**src/rtl/tsc_pkg.sv**
```systemverilog
// Package tsc_pkg: shared types for the timestamp counter unit.
// Assumes: one request kind is served per cycle, chosen by fixed priority.
package tsc_pkg;
    typedef enum logic [1:0] {
        OP_NONE = 2'd0,
        OP_WR   = 2'd1,
        OP_RD   = 2'd2,
        OP_RDTS = 2'd3
    } tsc_op_e;
endpackage

```
**src/rtl/tsc_access_ctl.sv**
```systemverilog
// Module tsc_access_ctl: picks the request to serve and decides whether it is
// permitted.
// Priority is write, then generic read, then fast read. Generic access needs
// index TSC_IDX and privilege 0. The fast read needs privilege 0 only while the
// disable bit is set.
// Assumes: purely combinational; the response stage registers its outputs.
module tsc_access_ctl
    import tsc_pkg::*;
#(
    parameter int IDX_W   = 32,
    parameter int PRIV_W  = 2,
    parameter logic [IDX_W-1:0] TSC_IDX = 'h10
) (
    input  logic              rd,
    input  logic              wr,
    input  logic              rdts,
    input  logic [IDX_W-1:0]  idx,
    input  logic [PRIV_W-1:0] cpl,
    input  logic              tsd,
    output tsc_op_e           op,
    output logic              fault,
    output logic              load_en
);
    logic idx_hit;
    logic top_priv;

    assign idx_hit  = (idx == TSC_IDX);
    assign top_priv = (cpl == '0);

    // Select one request by fixed priority.
    always_comb begin
        if (wr)        op = OP_WR;
        else if (rd)   op = OP_RD;
        else if (rdts) op = OP_RDTS;
        else           op = OP_NONE;
    end

    // Permission check for the selected request.
    always_comb begin
        unique case (op)
            OP_WR, OP_RD: fault = !(idx_hit && top_priv);
            OP_RDTS:      fault = tsd && !top_priv;
            default:      fault = 1'b0;
        endcase
    end

    assign load_en = (op == OP_WR) && !fault;
endmodule

```
**src/rtl/tsc_counter.sv**
```systemverilog
// Module tsc_counter: free-running cycle counter with a synchronous load.
// A load replaces that cycle's increment. The count wraps silently at all ones.
// Assumes: synchronous active-low reset to zero.
module tsc_counter #(
    parameter int CNT_W = 64
) (
    input  logic             clk,
    input  logic             rst_n,
    input  logic             load_en,
    input  logic [CNT_W-1:0] load_val,
    output logic [CNT_W-1:0] cnt_q
);
    // Count state: clear, load, or advance by one.
    always_ff @(posedge clk) begin
        if (!rst_n)       cnt_q <= '0;
        else if (load_en) cnt_q <= load_val;
        else              cnt_q <= cnt_q + CNT_W'(1);
    end
endmodule

```
**src/rtl/tsc_resp.sv**
```systemverilog
// Module tsc_resp: registers the one-cycle response.
// The counter value captured at the request edge is split into NWORDS data
// words. Denied requests and writes return zero data.
// Assumes: CNT_W is a multiple of WORD_W.
module tsc_resp
    import tsc_pkg::*;
#(
    parameter int CNT_W  = 64,
    parameter int WORD_W = 32,
    localparam int NWORDS = CNT_W / WORD_W
) (
    input  logic                         clk,
    input  logic                         rst_n,
    input  tsc_op_e                      op,
    input  logic                         fault,
    input  logic [CNT_W-1:0]             cnt,
    output logic                         valid,
    output logic                         fault_q,
    output logic [NWORDS-1:0][WORD_W-1:0] words
);
    logic             ret_data;
    logic [CNT_W-1:0] data_q;

    assign ret_data = ((op == OP_RD) || (op == OP_RDTS)) && !fault;

    // Response registers: valid, fault pulse and returned count.
    always_ff @(posedge clk) begin
        if (!rst_n) begin
            valid   <= 1'b0;
            fault_q <= 1'b0;
            data_q  <= '0;
        end else begin
            valid   <= (op != OP_NONE);
            fault_q <= fault;
            data_q  <= ret_data ? cnt : '0;
        end
    end

    // Split the captured count into words, least significant first.
    for (genvar w = 0; w < NWORDS; w++) begin : g_word
        assign words[w] = data_q[w*WORD_W +: WORD_W];
    end
endmodule

```
**src/rtl/tsc_unit.sv**
```systemverilog
// Module tsc_unit: top of the privileged timestamp counter.
// Joins the access control, the counter and the response stage.
// Assumes: a single clock domain and a synchronous active-low reset.
module tsc_unit
    import tsc_pkg::*;
#(
    parameter int CNT_W  = 64,
    parameter int IDX_W  = 32,
    parameter int PRIV_W = 2,
    parameter logic [IDX_W-1:0] TSC_IDX = 'h10,
    localparam int HALF_W = CNT_W / 2
) (
    input  logic              clk,
    input  logic              rst_n,
    input  logic              req_rd,
    input  logic              req_wr,
    input  logic [IDX_W-1:0]  req_idx,
    input  logic [HALF_W-1:0] req_wdata_hi,
    input  logic [HALF_W-1:0] req_wdata_lo,
    input  logic [PRIV_W-1:0] req_cpl,
    input  logic              req_tsd,
    input  logic              req_rdts,
    output logic              rsp_valid,
    output logic [HALF_W-1:0] rsp_rdata_hi,
    output logic [HALF_W-1:0] rsp_rdata_lo,
    output logic              rsp_fault
);
    tsc_op_e                  op;
    logic                     fault;
    logic                     load_en;
    logic [CNT_W-1:0]         cnt_q;
    logic [1:0][HALF_W-1:0]   words;

    tsc_access_ctl #(
        .IDX_W(IDX_W), .PRIV_W(PRIV_W), .TSC_IDX(TSC_IDX)
    ) u_ctl (
        .rd(req_rd), .wr(req_wr), .rdts(req_rdts), .idx(req_idx),
        .cpl(req_cpl), .tsd(req_tsd),
        .op(op), .fault(fault), .load_en(load_en)
    );

    tsc_counter #(.CNT_W(CNT_W)) u_cnt (
        .clk(clk), .rst_n(rst_n), .load_en(load_en),
        .load_val({req_wdata_hi, req_wdata_lo}), .cnt_q(cnt_q)
    );

    tsc_resp #(.CNT_W(CNT_W), .WORD_W(HALF_W)) u_rsp (
        .clk(clk), .rst_n(rst_n), .op(op), .fault(fault), .cnt(cnt_q),
        .valid(rsp_valid), .fault_q(rsp_fault), .words(words)
    );

    assign rsp_rdata_lo = words[0];
    assign rsp_rdata_hi = words[1];
endmodule

```
**config.mk**
```make
export PLATFORM = sky130hd
export DESIGN_NAME = tsc_unit
export DESIGN_NICKNAME = d
export VERILOG_FILES = /design/src/rtl/tsc_pkg.sv /design/src/rtl/tsc_access_ctl.sv /design/src/rtl/tsc_counter.sv /design/src/rtl/tsc_resp.sv /design/src/rtl/tsc_unit.sv
export SDC_FILE = /design/constraint.sdc
export NUM_CORES = 1
export LEC_CHECK = 0
export BUFFER_PORTS_ARGS = -buffer_cell sky130_fd_sc_hd__buf_4
export CORE_MARGIN = 2
export CORE_UTILIZATION = 40
export CTS_CLUSTER_DIAMETER = 80
export DETAILED_ROUTE_END_ITERATION = 8
export PLACE_DENSITY = 0.65
export SLEW_MARGIN = 20
export SYNTH_ARGS = -nofsm -noshare
export SYNTH_HDL_FRONTEND = slang
export SYNTH_HIERARCHICAL = 1
export SYNTH_SLANG_ARGS = --single-unit
```
**constraint.sdc**
```tcl
create_clock -name clk -period 4.1 [get_ports clk]
set_input_delay 0 -clock clk [delete_from_list [all_inputs] [get_ports clk]]
set_output_delay 0 -clock clk [all_outputs]
set_load 0.01 [all_outputs]
```
# Word-level counts from Yosys, hierarchy flattened
# Index checks and enable logic that the tools add are counted.
[classes] addsub=1 n_eq_ne=4 muxes=5 reduce_logical=12
[ops] op="adder 64 x 1 -> 64 bit, second input constant" count=1
[ops] op="two-way mux 64 bit" count=1
[ops] op="== test 32 x 5 -> 1 bit, second input constant" count=1
[ops] op="two-way mux 2 bit" count=3
[ops] op="== test 2 bit, second input constant" count=2
[ops] op="logical AND 1 bit" count=4
[ops] op="zero test 1 bit" count=3
[ops] op="== test 2 x 1 -> 1 bit, second input constant" count=1
[ops] op="zero test 2 bit" count=1
[ops] op="case mux 1 bit (2 select lines)" count=1
[ops] op="AND reduction 2 bit" count=1
[ops] op="nonzero test 2 bit" count=1
[ops] op="OR reduction 2 bit" count=1
[ops] op="logical OR 1 bit" count=1
[word_totals] reg_bits=130 in_bits=104 out_inout_bits=66 wordCells=26

# Longest topological paths before layout
[logic_depth] ltp_word=9 mapped_depth=12

# Hierarchy
# Netlist, hierarchy kept.
[by_module_without_submodules] module="tsc_counter" n_inst=1 cells_each=466 area_each_um2=3752.3 seq_area_each_um2=1281.2
[by_module_without_submodules] module="tsc_resp" n_inst=1 cells_each=153 area_each_um2=2169.6 seq_area_each_um2=1321.3
[by_module_without_submodules] module="tsc_access_ctl" n_inst=1 cells_each=26 area_each_um2=203.9 seq_area_each_um2=0.0

# Least setup slack after synthesis
# OpenSTA, ideal clock, no wires.
[synth_path] path_kind="in2reg" from="input req_rd" to="register u_cnt.cnt_q[30]" setup_ns=0.136 arrival_ns=2.004 path_slack_ns=1.960 cell_stages=11 n_path_buf=1 cell_sequence="inv_1 a21o_1 ha_1 o211ai_2 nand4_1 nor3_2 o31a_1 clkinv_1 dlygate4sd3_1 o21ai_0 a31oi_1"
[synth_between] elab_chain_cells=8 word_cells_on_any_way=10 cone_classes="eq/ne: 3; mux: 4; reduce/logical: 3"
[synth_lines] element="from (decl)" line_no="tsc_unit.sv:15" text="input logic req_rd,"
[synth_lines] element="two-way mux 2 bit (*)" line_no="tsc_access_ctl.sv:33" text="else if (rd) op = OP_RD;"
[synth_lines] element="two-way mux 2 bit (*)" line_no="tsc_access_ctl.sv:32" text="if (wr) op = OP_WR;"
[synth_lines] element="via op[0]" line_no="tsc_unit.sv:28" text="tsc_op_e op;"
[synth_lines] element="== test 2 bit / == test 2 x 1 -> 1 bit (equally long branches)" line_no="tsc_access_ctl.sv:40, tsc_access_ctl.sv:47"
[synth_lines] element="OR reduction 2 bit" line_no="tsc_access_ctl.sv:40" text="unique case (op)"
[synth_lines] element="case mux 1 bit (2 select lines)" line_no="tsc_access_ctl.sv:40"
[synth_lines] element="zero test 1 bit" line_no="tsc_access_ctl.sv:47" text="assign load_en = (op == OP_WR) && !fault;"
[synth_lines] element="logical AND 1 bit (*)" line_no="tsc_access_ctl.sv:47"
[synth_lines] element="via load_en" line_no="tsc_unit.sv:30" text="logic load_en;"
[synth_lines] element="two-way mux 64 bit (*)" line_no="tsc_counter.sv:16" text="else if (load_en) cnt_q <= load_val;"
[synth_lines] element="to (signal assigned)" line_no="tsc_counter.sv:16"
[synth_lines] element="to (signal assigned)" line_no="tsc_counter.sv:17" text="else cnt_q <= cnt_q + CNT_W'(1);"
[synth_lines] element="to (decl)" line_no="tsc_counter.sv:11" text="output logic [CNT_W-1:0] cnt_q"
# The timed path passes the listed nets; every way through them passes the cells marked *.
# A chain may end at the register's enable or synchronous reset.

# Final worst setup path
[layout_path] from="input req_wr" to="register u_cnt.cnt_q[48]"
[layout_between] elab_chain_cells=7 word_cells_on_any_way=9 cone_classes="eq/ne: 3; mux: 3; reduce/logical: 3"
[layout_lines] element="from (decl)" line_no="tsc_unit.sv:16" text="input logic req_wr,"
[layout_lines] element="two-way mux 2 bit (*)" line_no="tsc_access_ctl.sv:32"
[layout_lines] element="via op[1]" line_no="tsc_unit.sv:28"
[layout_lines] element="== test 2 bit / == test 2 x 1 -> 1 bit (equally long branches)" line_no="tsc_access_ctl.sv:40, tsc_access_ctl.sv:47"
[layout_lines] element="OR reduction 2 bit" line_no="tsc_access_ctl.sv:40"
[layout_lines] element="case mux 1 bit (2 select lines)" line_no="tsc_access_ctl.sv:40"
[layout_lines] element="zero test 1 bit" line_no="tsc_access_ctl.sv:47"
[layout_lines] element="logical AND 1 bit (*)" line_no="tsc_access_ctl.sv:47"
[layout_lines] element="via load_en" line_no="tsc_unit.sv:30"
[layout_lines] element="two-way mux 64 bit (*)" line_no="tsc_counter.sv:16"
# Marked as above.

==> run_results.csv <==
group,metric,value,unit
cts,cts_inserted_buffers,17,
setup_path,crit_family,"buffers and inverters",
setup_path,critPathLaunchType,"input pin",
floorplan,floorplan.rows,45,
timing,setup_tns,0,ns
timing,fmax,381,MHz
route,num_vias,5863,
floorplan,start_util,40.6,%
setup_path,critPathBufInv,4,
timing,rsz0062_at_grt,"no",
floorplan,fp.dieH,128,um
setup_path,slowest_delay,0.54,ns
finish,n_antenna_cell,0,
setup_path,path_cells,"dlygate4sd3_1 -> buf_4 -> nor2_4 -> ha_1 -> o211ai_2 -> nand4_1 -> nor3_2 -> o31a_2 -> inv_2 -> buf_4 -> o21ai_0 -> a21o_1 -> nor3b_1",
setup_path,crit_start,"req_wr",
cts,cts_setup_buffers,0,
power,leakagePower,0.00368,uW
hold_path,min-delay-start,"req_wdata_hi[21]",
logic_synthesis,ys_ff_latch,130,
timing,fin_hold_ws,-0.00189,ns
cts,clk_pin_slew_worst_paths,0.06,ns
finish,final_cell_mix,"buf_4, dfxtp_1, dlygate4sd3_1",
setup_path,critPathArrivalTime,2.97,ns
cts,worstSkewPairLatency,0.43,ns
power,powerDensity,423,nW/um^2
grt,grt_first_pass_wirelength,28.0,mm
floorplan,die_w,128,um
logic_synthesis,synth_edf_count,0,
finish,area_growth,41.9,%
route,wl,17.5,mm
logic_synthesis,synth_area_leaders,"dfxtp_1, and4b_1, o21ai_0, nand4_1, buf_6",
placed_design,dp_hpwl,11.5,mm
logic_synthesis,syn_nets,753,
cts,htree_levels,4,
grt,antenna_found_initial,0,
grt,grt-ovfl-total,0,
timing,max_slew_margin,32.0,%
hold_path,hp-class,"input pin to register",
route,via_per_inst,5.57,
setup_path,cp_num_cells,13,
cts,cts_tree,"done",
setup_path,cp.required,4.44,ns
setup_path,r2r_setup_slack,1.51,ns
finish,multi_input_area,3130,um^2
route,wl_per_cell,16.6,um
logic_synthesis,synth.distinct_cells,56,
floorplan,die_area,16300,um^2
run_status,violations,"hold timing",
logic_synthesis,synth_cells,645,
route,firstDrtPassIters,7,
logic_synthesis,synth_top_area_cell,"dfxtp_1",
timing,fin_crit_sh,64.0,%
power,ir_drop,0.000319,V
timing,tightestPinTransition,1.02,ns
route,dr.first_iter.drc_count,494,
floorplan,io_pins,170,
logic_synthesis,syn_area_per_cell,9.50,um^2
grt,grt_max_degree,131,
finish,area.sequential,2600,um^2
setup_path,path_max_fanout,51,
logic_synthesis,synth_warnings,6,
finish,fin_nets,959,
setup_path,slowest_stage,"dlygate4sd3_1",
timing,slew_viol_final,0,
route,drc,0,
setup_path,cpMostUsedCell,"buf_4",
logic_synthesis,ys_seq_area_share,42.5,%
setup_path,end_kind,"register",
grt,first_global_vias,5719,
logic_synthesis,synthFlopType,"dfxtp_1",
setup_path,worstRegToRegCells,6,
timing,hold_viol,1,
grt,track_usage,21.5,%
placed_design,io_buffers,169,
setup_path,r2r_end,"u_cnt/cnt_q[50]$_SDFF_PN0_",
cts,clockRootBuffer,"clkbuf_16",
timing,setup_viol,0,
finish,fillers,1290,
setup_path,reg2reg_from,"u_cnt/cnt_q[8]$_SDFF_PN0_",
cts,clock_path_buffers,2,
logic_synthesis,async_flop_share,0,%
cts,post_cts_resized,0,
setup_path,critPathKind,"input pin to register",
route,final_antenna_net_count,0,
cts,clock_sinks,130,
run_status,run_status,"complete, but fails checks",
setup_path,crit_end,"u_cnt/cnt_q[48]$_SDFF_PN0_",
power,fin_total_pwr,3670,uW
timing,fin_worst_skew,0.0124,ns
timing,fin_crit,2.62,ns
floorplan,core,15100,um^2
logic_synthesis,syn_area,6130,um^2
placed_design,routabilityCongestion,0.857,
flow_run,cap_violations,0,
logic_synthesis,synth_top_area_share,42.5,%
finish,layout-drive-gt1-share,27.0,%
finish,layout_commonest_cell,"buf_4",
==> power by group <==
part	switching (uW)	total (uW)	leakage, uW	internal (uW)
registers	92.9	1440	0.00106	1340
logic	199	433	0.00227	234
clock network	570	1800	0.000347	1230
total	862	3670	0.00368	2810
==> worst min-delay path by stage <==
| stage | cells after the start | end | slack, ns |
|---|---|---|---|
| floorplan | 1 | u_cnt/cnt_q[2]$_SDFF_PN0_ | 0.14 |
| global placement | 2 | u_cnt/cnt_q[6]$_SDFF_PN0_ | 0.23 |
| detailed placement | 2 | u_cnt/cnt_q[6]$_SDFF_PN0_ | 0.23 |
| CTS | 3 | u_cnt/cnt_q[53]$_SDFF_PN0_ | 0.004 |
| global route | 3 | u_cnt/cnt_q[53]$_SDFF_PN0_ | 0.0004 |
| finish | 3 | u_cnt/cnt_q[53]$_SDFF_PN0_ | -0.002 |
==> metrics by stage <==
step           util (%)  cell area, um^2  instances  setup WS [ns]
4_1_cts            57.6             8690       1052           1.47
3_5_place_dp       48.7             7350        957           1.52
5_1_grt            57.6             8690       1052           1.22
6_report           57.6             8690       1052           1.48
2_1_floorplan         -             6130        645           1.96
3_3_place_gp       48.7             7350        957           1.59
==> state kept, by name (all words and copies together) (netlist names) <==
register       count
u_rsp/valid        1
u_rsp/fault_q      1
u_rsp/words       64
u_cnt/cnt_q       64
==> cell type report <==
class | instances | area share, %
repair buffers | 241 | 22.6
well taps | 188 | 2.71
multi-input cells | 449 | 36.0
inverters | 12 | 0.518
clock buffers | 19 | 5.21
flip-flops and latches | 130 | 29.9
clock inverters | 13 | 2.94
==> layer usage <==
layer | global-route usage, % | part of all wire, % | vias to the layer above
li1 | - | - | 2874
met3 | 4.72 | 5.8 | 36
met2 | 35.4 | 48 | 212
met4 | 9.31 | 2.5 | 0
met5 | 0 | 0 | -
met1 | 27.2 | 44 | 2741
==> cell usage after synthesis (14+ instances only) <==
master and number:
dfxtp_1 130, and4b_1 60, o21ai_0 57, nand4_1 40, nand2_1 31, clkbuf_1 26
nand3_1 23, a31oi_1 21, nor2_1 20, buf_6 17, xor2_1 17, a21oi_1 14
xnor2_1 14
==> worst min-delay path, stage by stage <==
cell and delay, ns:
buf_4 0.07, o21ai_0 0.10, nor3b_1 0.20
==> what timing repair did <==
action	CTS	global route
hold endpoints to repair	62	0
hold buffers	63	0
setup endpoints to repair	0	0
==> logic make-up after synthesis <==
family / after synthesis / share of synthesized area [%]
muxes: 1 / 0.163
and+or+nand+nor: 277 / 31.2
DFF: 130 / 42.5
buffers and inverters: 66 / 6.62
AOI/OAI and AO/OA: 136 / 14.2
adders and majority gates: 4 / 0.817
xor gates and xnor gates: 31 / 4.43
No activity file was read; power rests on OpenSTA's default activity.
